[src/rtl/lla_rr_pick.sv]
module lla_rr_pick #(
  parameter int NSRC = 4,
  localparam int IW = $clog2(NSRC)
) (
  input  logic [NSRC-1:0] req,
  input  logic [IW-1:0]   last,
  output logic            any,
  output logic [IW-1:0]   idx
);
  // Scan from the farthest candidate to the nearest; the nearest one
  // above 'last' (cyclically) is written last and so wins.
  always_comb begin
    int j;
    any = |req;
    idx = '0;
    for (int k = NSRC; k >= 1; k--) begin
      j = int'(last) + k;
      if (j >= NSRC) j = j - NSRC;
      if (req[IW'(j)]) idx = IW'(j);
    end
  end
endmodule

[src/rtl/lla_data_mux.sv]
module lla_data_mux #(
  parameter int NSRC = 4,
  parameter int W    = 8,
  localparam int IW = $clog2(NSRC)
) (
  input  logic              clk,
  input  logic              rst,
  input  logic              route,
  input  logic [IW-1:0]     sel,
  input  logic [NSRC*W-1:0] src_txd,
  input  logic [NSRC-1:0]   src_txen,
  output logic [W-1:0]      dn_txd,
  output logic              dn_txen
);
  always_ff @(posedge clk) begin
    if (rst) begin
      dn_txd  <= '0;
      dn_txen <= 1'b0;
    end else if (route) begin
      dn_txd  <= src_txd[int'(sel)*W +: W];
      dn_txen <= src_txen[sel];
    end else begin
      dn_txd  <= '0;
      dn_txen <= 1'b0;
    end
  end

  AST_MUX_QUIET: assert property (@(posedge clk) disable iff (rst)
    !route |=> (!dn_txen && dn_txd == '0));
endmodule

[src/rtl/layer_link_arb.sv]
module layer_link_arb #(
  parameter int NSRC = 4,
  parameter int W    = 8,
  localparam int IW = $clog2(NSRC)
) (
  input  logic              clk,
  input  logic              rst,
  input  logic [NSRC-1:0]   src_empty,
  input  logic [NSRC-1:0]   src_txen,
  input  logic [NSRC*W-1:0] src_txd,
  output logic [NSRC-1:0]   src_start,
  input  logic              dn_next,
  output logic              dn_pending,
  output logic              dn_txen,
  output logic [W-1:0]      dn_txd
);
  logic [NSRC-1:0] req;
  logic            req_any;
  logic [IW-1:0]   pick;
  logic [IW-1:0]   last_q, grant_q, target;
  logic            locked_q, en_seen_q, pending_q;
  logic [NSRC-1:0] start_q;

  assign req    = ~src_empty;
  assign target = locked_q ? grant_q : pick;

  lla_rr_pick #(.NSRC(NSRC)) u_pick (
    .req  (req),
    .last (last_q),
    .any  (req_any),
    .idx  (pick)
  );

  always_ff @(posedge clk) begin
    if (rst) begin
      start_q   <= '0;
      pending_q <= 1'b0;
      locked_q  <= 1'b0;
      en_seen_q <= 1'b0;
      grant_q   <= '0;
      last_q    <= IW'(NSRC - 1);
    end else begin
      start_q <= '0;
      if (dn_next && (locked_q || req_any)) start_q[target] <= 1'b1;
      pending_q <= !locked_q && req_any;
      if (!locked_q) begin
        if (dn_next && req_any) begin
          locked_q  <= 1'b1;
          en_seen_q <= 1'b0;
          grant_q   <= pick;
          last_q    <= pick;
        end
      end else if (src_txen[grant_q]) begin
        en_seen_q <= 1'b1;
      end else if (en_seen_q) begin
        locked_q  <= 1'b0;
        en_seen_q <= 1'b0;
      end
    end
  end

  assign src_start  = start_q;
  assign dn_pending = pending_q;

  lla_data_mux #(.NSRC(NSRC), .W(W)) u_mux (
    .clk      (clk),
    .rst      (rst),
    .route    (locked_q),
    .sel      (grant_q),
    .src_txd  (src_txd),
    .src_txen (src_txen),
    .dn_txd   (dn_txd),
    .dn_txen  (dn_txen)
  );

  AST_START_ONEHOT: assert property (@(posedge clk) disable iff (rst)
    $onehot0(src_start));
  AST_START_NEEDS_PULL: assert property (@(posedge clk) disable iff (rst)
    !dn_next |=> (src_start == '0));
  AST_IDLE_NO_START: assert property (@(posedge clk) disable iff (rst)
    (!locked_q && src_empty == '1) |=> (src_start == '0 && !dn_pending));
  AST_LOCK_HELD: assert property (@(posedge clk) disable iff (rst)
    (locked_q && src_txen[grant_q]) |=> locked_q);
  AST_PENDING_OFF_LOCKED: assert property (@(posedge clk) disable iff (rst)
    locked_q |=> !dn_pending);
endmodule

[config.mk]
export PLATFORM = sky130hd
export DESIGN_NAME = layer_link_arb
export DESIGN_NICKNAME = d
export VERILOG_FILES = /design/src/rtl/lla_rr_pick.sv /design/src/rtl/lla_data_mux.sv /design/src/rtl/layer_link_arb.sv
export SDC_FILE = /design/constraint.sdc
export NUM_CORES = 1
export LEC_CHECK = 0
export CAP_MARGIN = 20
export CORE_ASPECT_RATIO = 1.1
export CORE_UTILIZATION = 33
export DETAILED_ROUTE_END_ITERATION = 8
export PLACE_DENSITY = 0.74
export SLEW_MARGIN = 20
export SYNTH_ARGS = -nofsm -noshare
export SYNTH_HDL_FRONTEND = slang
export SYNTH_SLANG_ARGS = --single-unit
[constraint.sdc]
create_clock -name clk -period 1.3 [get_ports clk]
set_clock_uncertainty 0.05 [all_clocks]
set_input_delay 0.26 -clock clk [delete_from_list [all_inputs] [get_ports clk]]
set_output_delay 0.26 -clock clk [all_outputs]
set_load 0.01 [all_outputs]
Word level (Yosys, flattened, before mapping)
Cells that the tools add are included.
{"block": "word_totals", "regBits": 20, "out_inout_bits": 14, "input_bits": 43, "word_cells": 74}
{"block": "op_classes", "n_shift": 1, "n_reduce_logical": 11, "magnitude_cmp": 11, "n_mux": 32, "n_addsub": 8, "n_bitwise": 3}
{"op": "variable part select 32 x 6 -> 8 bit", "n": 1}
{"op": "2-to-1 mux 2 bit", "n": 9}
{"op": "2-to-1 mux 1 bit", "n": 17}
{"op": "less-than comparator 2 x 4 -> 1 bit (second input constant)", "n": 4}
{"op": "binary-select mux 1 bit (select 2 bit)", "n": 5}
{"op": "greater-or-equal comparator 3 bit (second input constant)", "n": 3}
{"op": "subtractor 2 x 1 -> 2 bit (second input constant)", "n": 4}
{"op": "adder 2 x 2 -> 3 bit (second input constant)", "n": 2}
{"op": "less-than comparator 2 x 3 -> 1 bit (second input constant)", "n": 2}
{"op": "adder 2 x 3 -> 4 bit (second input constant)", "n": 1}
{"op": "greater-or-equal comparator 4 x 3 -> 1 bit (second input constant)", "n": 1}
{"op": "logical AND 1 bit", "n": 4}
{"op": "NOT 4 bit", "n": 1}
{"op": "OR reduction 2 bit", "n": 2}
{"op": "OR reduction 4 bit", "n": 1}
{"op": "adder 2 x 1 -> 3 bit (second input constant)", "n": 1}
{"op": "demux 1 bit (select 2 bit)", "n": 1}
{"op": "greater-or-equal comparator 2 x 1 -> 1 bit (second input constant)", "n": 1}
{"op": "NOT 1 bit", "n": 2}
{"op": "AND reduction 2 bit", "n": 1}
{"op": "nonzero test 2 bit", "n": 1}
{"op": "zero test 1 bit", "n": 1}
{"op": "logical OR 1 bit", "n": 1}

Logic depth before layout (Yosys ltp)
{"block": "logic_depth", "word_depth": 15, "depth_mapped": 5, "ltp_nobuf": 4}

Hierarchy
Synthesis repeated with hierarchy kept, for this count alone.
{"block": "hier_totals", "hier_cells": 105, "area_unflattened_um2": 1017.2}
{"mod": "lla_data_mux", "area_each_um2": 473.0, "n_inst": 1, "cells_per_inst": 41, "seq_area_each_um2": 180.2}
{"mod": "layer_link_arb", "area_each_um2": 452.9, "n_inst": 1, "cells_per_inst": 50, "seq_area_each_um2": 220.2}
{"mod": "lla_rr_pick", "area_each_um2": 91.3, "n_inst": 1, "cells_per_inst": 14, "seq_area_each_um2": 0.0}

Worst setup path after synthesis
No wires, ideal clock.
{"block": "synth_path", "path_kind": "reg2reg", "start": "reg grant_q[0]", "end": "reg u_mux.dn_txd[0]", "period_less_slack_ns": 1.324, "arrival_ns": 1.149, "path_slack_ns": -0.024, "required_ns": 1.125, "stages_incl_launch_ff": 4, "n_path_buf": 1, "setup_time_ns": 0.125, "cell_sequence": "dfxtp_1 > buf_4 > mux4_2 > nor2b_1"}
{"block": "synth_via", "elab_chain_cells": 1}
{"item": "start: declaration", "line_no": "layer_link_arb.sv:20", "source": "logic [IW-1:0] last_q, grant_q, target;"}
{"item": "start signal: assignment", "line_no": "layer_link_arb.sv:50", "source": "grant_q <= pick;"}
{"item": "variable part select 32 x 6 -> 8 bit", "line_no": "lla_data_mux.sv:20", "source": "dn_txd <= src_txd[int'(sel)*W +: W];"}
{"item": "end signal: assignment", "line_no": "lla_data_mux.sv:20"}
{"item": "end: declaration", "line_no": "lla_data_mux.sv:12", "source": "output logic [W-1:0] dn_txd,"}
Every way passes these cells.
A chain may end at the register's enable or synchronous reset.

Final worst setup path
{"block": "layout_path", "start": "reg grant_q[0]", "end": "reg u_mux.dn_txd[7]"}
Same word-level chain as after synthesis.

==> results.cfg <==
[status]
outcome = finished with violations
violations = negative setup slack

[clocking]
clock_latency_ps = 290
cts_sinks = 20
htreeDepth = 1
root_buffer = clkbuf_4
cts_tree = yes
cts_buffers = 3
clkTransAtPathRegs_ps = 110
cts_buffer_depth = 2

[cells_and_area]
fin_nets = 209
syn2layout_area_growth_pct = 81.6
diodes = 0
drive_gt1_frac = 0.285
finalNonFillerCells = 198

[detailed_routing]
vias = 976
via_per_inst = 4.93
wl_per_cell_um = 13.8
drc = 0
drt-total-wl_um = 2720
first_pass_iters = 4
dr.first_iter.drc_count = 14
ant_nets = 0

[timing]
setup_slack_ps = -42.2
finalMaxSlewViolations = 0
setup-violations-final = 10
whs_ps = 511
finalHoldViolCount = 0
period_share = 1.03
grt_setup_unrepaired = yes
period_needed_ps = 1340
worst_pin_slew_ps = 363
fin_setup_tns_ps = -166
slew_headroom = 0.758
fmax_ghz = 0.745

[global_routing]
grt_pass1_vias = 930
antenna_found_initial = 0
grt_pass1_wl_um = 4080
grt_util_all_layers = 0.178
grt_overflow = 0
grt_max_degree = 12

[floorplan]
die_w_um = 53.8
initial_core_util = 0.351
rows = 20
coreArea_sq_um = 2780
die-area_sq_um = 3180
die_h_um = 59
boundaryPins = 57

[critical_path]
critPathMaxFanout = 8
cp-end-kind = register
critPathArrivalTime_ps = 1490
critPathKind = register to register
timing.rr.end = u_mux.dn_txd[7]$_SDFF_PP0_
cp-start-kind = register
rrSetupSlack_ps = -40
reg2reg_depth = 3
max_stage_delay_ps = 510
worstPathCellList = buf_12 -> mux4_2 -> nor2b_1
required_ps = 1440
r2r-start = grant_q[0]$_SDFFE_PP0P_
critical_path.slowest_cell = mux4_2

[run]
maxCapViolations = 0

[yosys]
synthTopCellsByArea = dfxtp_1 (41%), mux4_2 (21%), nor2b_1 (7.1%)
yosys_warnings = 0
synth_cell_types = 27
post-synth-top-count-cell = dfxtp_1
synth_seq_cells = 20
synth_cells = 91
async_flop_share = 0
netlist.area_leader.share = 0.411
avgSynthCellArea_sq_um = 10.7
ys_seq_area_frac = 0.411
synth_fp_nets = 134
synth_commonest_cells = dfxtp_1 (20), nor2b_1 (11), mux4_2 (9), nor2_1 (8)
synth_top_area_cell = dfxtp_1
netlist_area_sq_um = 975
synth_edf_count = 0
synth_ff_type = dfxtp_1

[power]
peakVddDrop_v = 0.000432
leakagePower_nw = 0.736
power_density_nw_per_um2 = 853

[min_path]
hp-class = register to register
min_path_cells = 2
min-delay-start = last_q[1]$_SDFFE_PP1P_
hold_end = last_q[1]$_SDFFE_PP1P_

[placed_design]
hpwl_um = 2250
port_buffers = 56
routabilityCongestion = 0.769
dpl.cell_count = 193
-- cell usage in the layout, fill, tap and decap left out, types with 2 or more instances in the layout --
cell type	count
dfxtp_4	2
nand2b_1	4
nor3_1	3
a21oi_2	2
clkbuf_4	3
inv_1	3
clkdlybuf4s50_1	37
nor2b_1	9
buf_4	17
mux4_2	9
dfxtp_2	2
nor2b_4	2
nand2_1	6
dfxtp_1	16
a21oi_1	4
dlygate4sd2_1	19
nor2_1	8
-- registers in the layout, indices dropped and copies added, names as in the netlist --
register       count
u_mux.dn_txd       8
last_q             2
locked_q           1
u_mux.dn_txen      1
src_start          4
en_seen_q          1
grant_q            2
dn_pending         1
-- routing by layer --
metal / vias up / track usage / wire (um)
li1: 479 / - / -
met1: 456 / 0.192 / 1040
met2: 37 / 0.333 / 1430
met3: 4 / 0.0231 / 211
met4: 0 / 0.0752 / 40
met5: - / 0 / 0
-- worst max path at each step --
stage | startpoint | end | slack [ps] | cells past startpoint
final | grant_q[0]$_SDFFE_PP0P_ | u_mux.dn_txd[7]$_SDFF_PP0_ | -40 | 3
after global routing | last_q[0]$_SDFFE_PP1P_ | src_start[1]$_SDFF_PP0_ | -80 | 5
after CTS | grant_q[0]$_SDFFE_PP0P_ | u_mux.dn_txd[1]$_SDFF_PP0_ | -40 | 3
after detailed placement | src_empty[0] | last_q[0]$_SDFFE_PP1P_ | -550 | 5
after global placement | src_empty[3] | last_q[0]$_SDFFE_PP1P_ | -460 | 5
after floorplan | grant_q[0]$_SDFFE_PP0P_ | u_mux.dn_txd[0]$_SDFF_PP0_ | 4 | 3
-- cell families (layout without fill, tap and decap cells) --
logic type	Yosys count	after routing	share of synthesized area
DFF	20	20	0.411
AOI/OAI and AO/OA	16	16	0.123
muxes	9	9	0.208
buffers and inverters	7	81	0.0334
and+or+nand+nor	39	39	0.225
-- final cells by class --
| cell class | count | area (sq um) |
|---|---|---|
| well taps | 33 | 41.3 |
| clock buffers | 4 | 36.3 |
| repair buffers | 74 | 684 |
| flip-flops and latches | 20 | 410 |
| inverters | 3 | 11.3 |
| multi-input cells | 64 | 587 |
| fillers | 236 | 1010 |
-- power breakdown --
group | switching [mW] | internal [mW] | total (mW) | leakage (nW)
logic | 0.164 | 0.314 | 0.478 | 0.550
registers | 0.0238 | 0.653 | 0.676 | 0.164
clock network | 0.185 | 0.170 | 0.355 | 0.0210
-- worst max-delay path: cells and delay by family (launching register included) --
| family | cells | cell delay, ps |
|---|---|---|
| AND/OR/NAND/NOR | 1 | 150 |
| flip-flops | 1 | 400 |
| buffers and inverters | 1 | 140 |
| multiplexers | 1 | 510 |
-- through the flow --
step                utilization  power [mW]  setup WS, ps  area [sq um]
finish                    0.637        1.51         -42.2          1770
global route              0.637        1.59         -77.0          1770
CTS                       0.621        1.50         -40.4          1730
detailed placement        0.610        1.16          -549          1700
global placement          0.610        1.15          -465          1700
floorplan                     -       0.889          3.85           978
-- what timing repair did --
action / in CTS / in global routing
hold buffers: 0 / 0
pin swaps: 0 / 3
setup endpoints to repair: 31 / 15
gates resized for setup: 26 / 8
hold endpoints to repair: 0 / 0
setup buffers: 0 / 1
(Power assumes the default switching activity.)
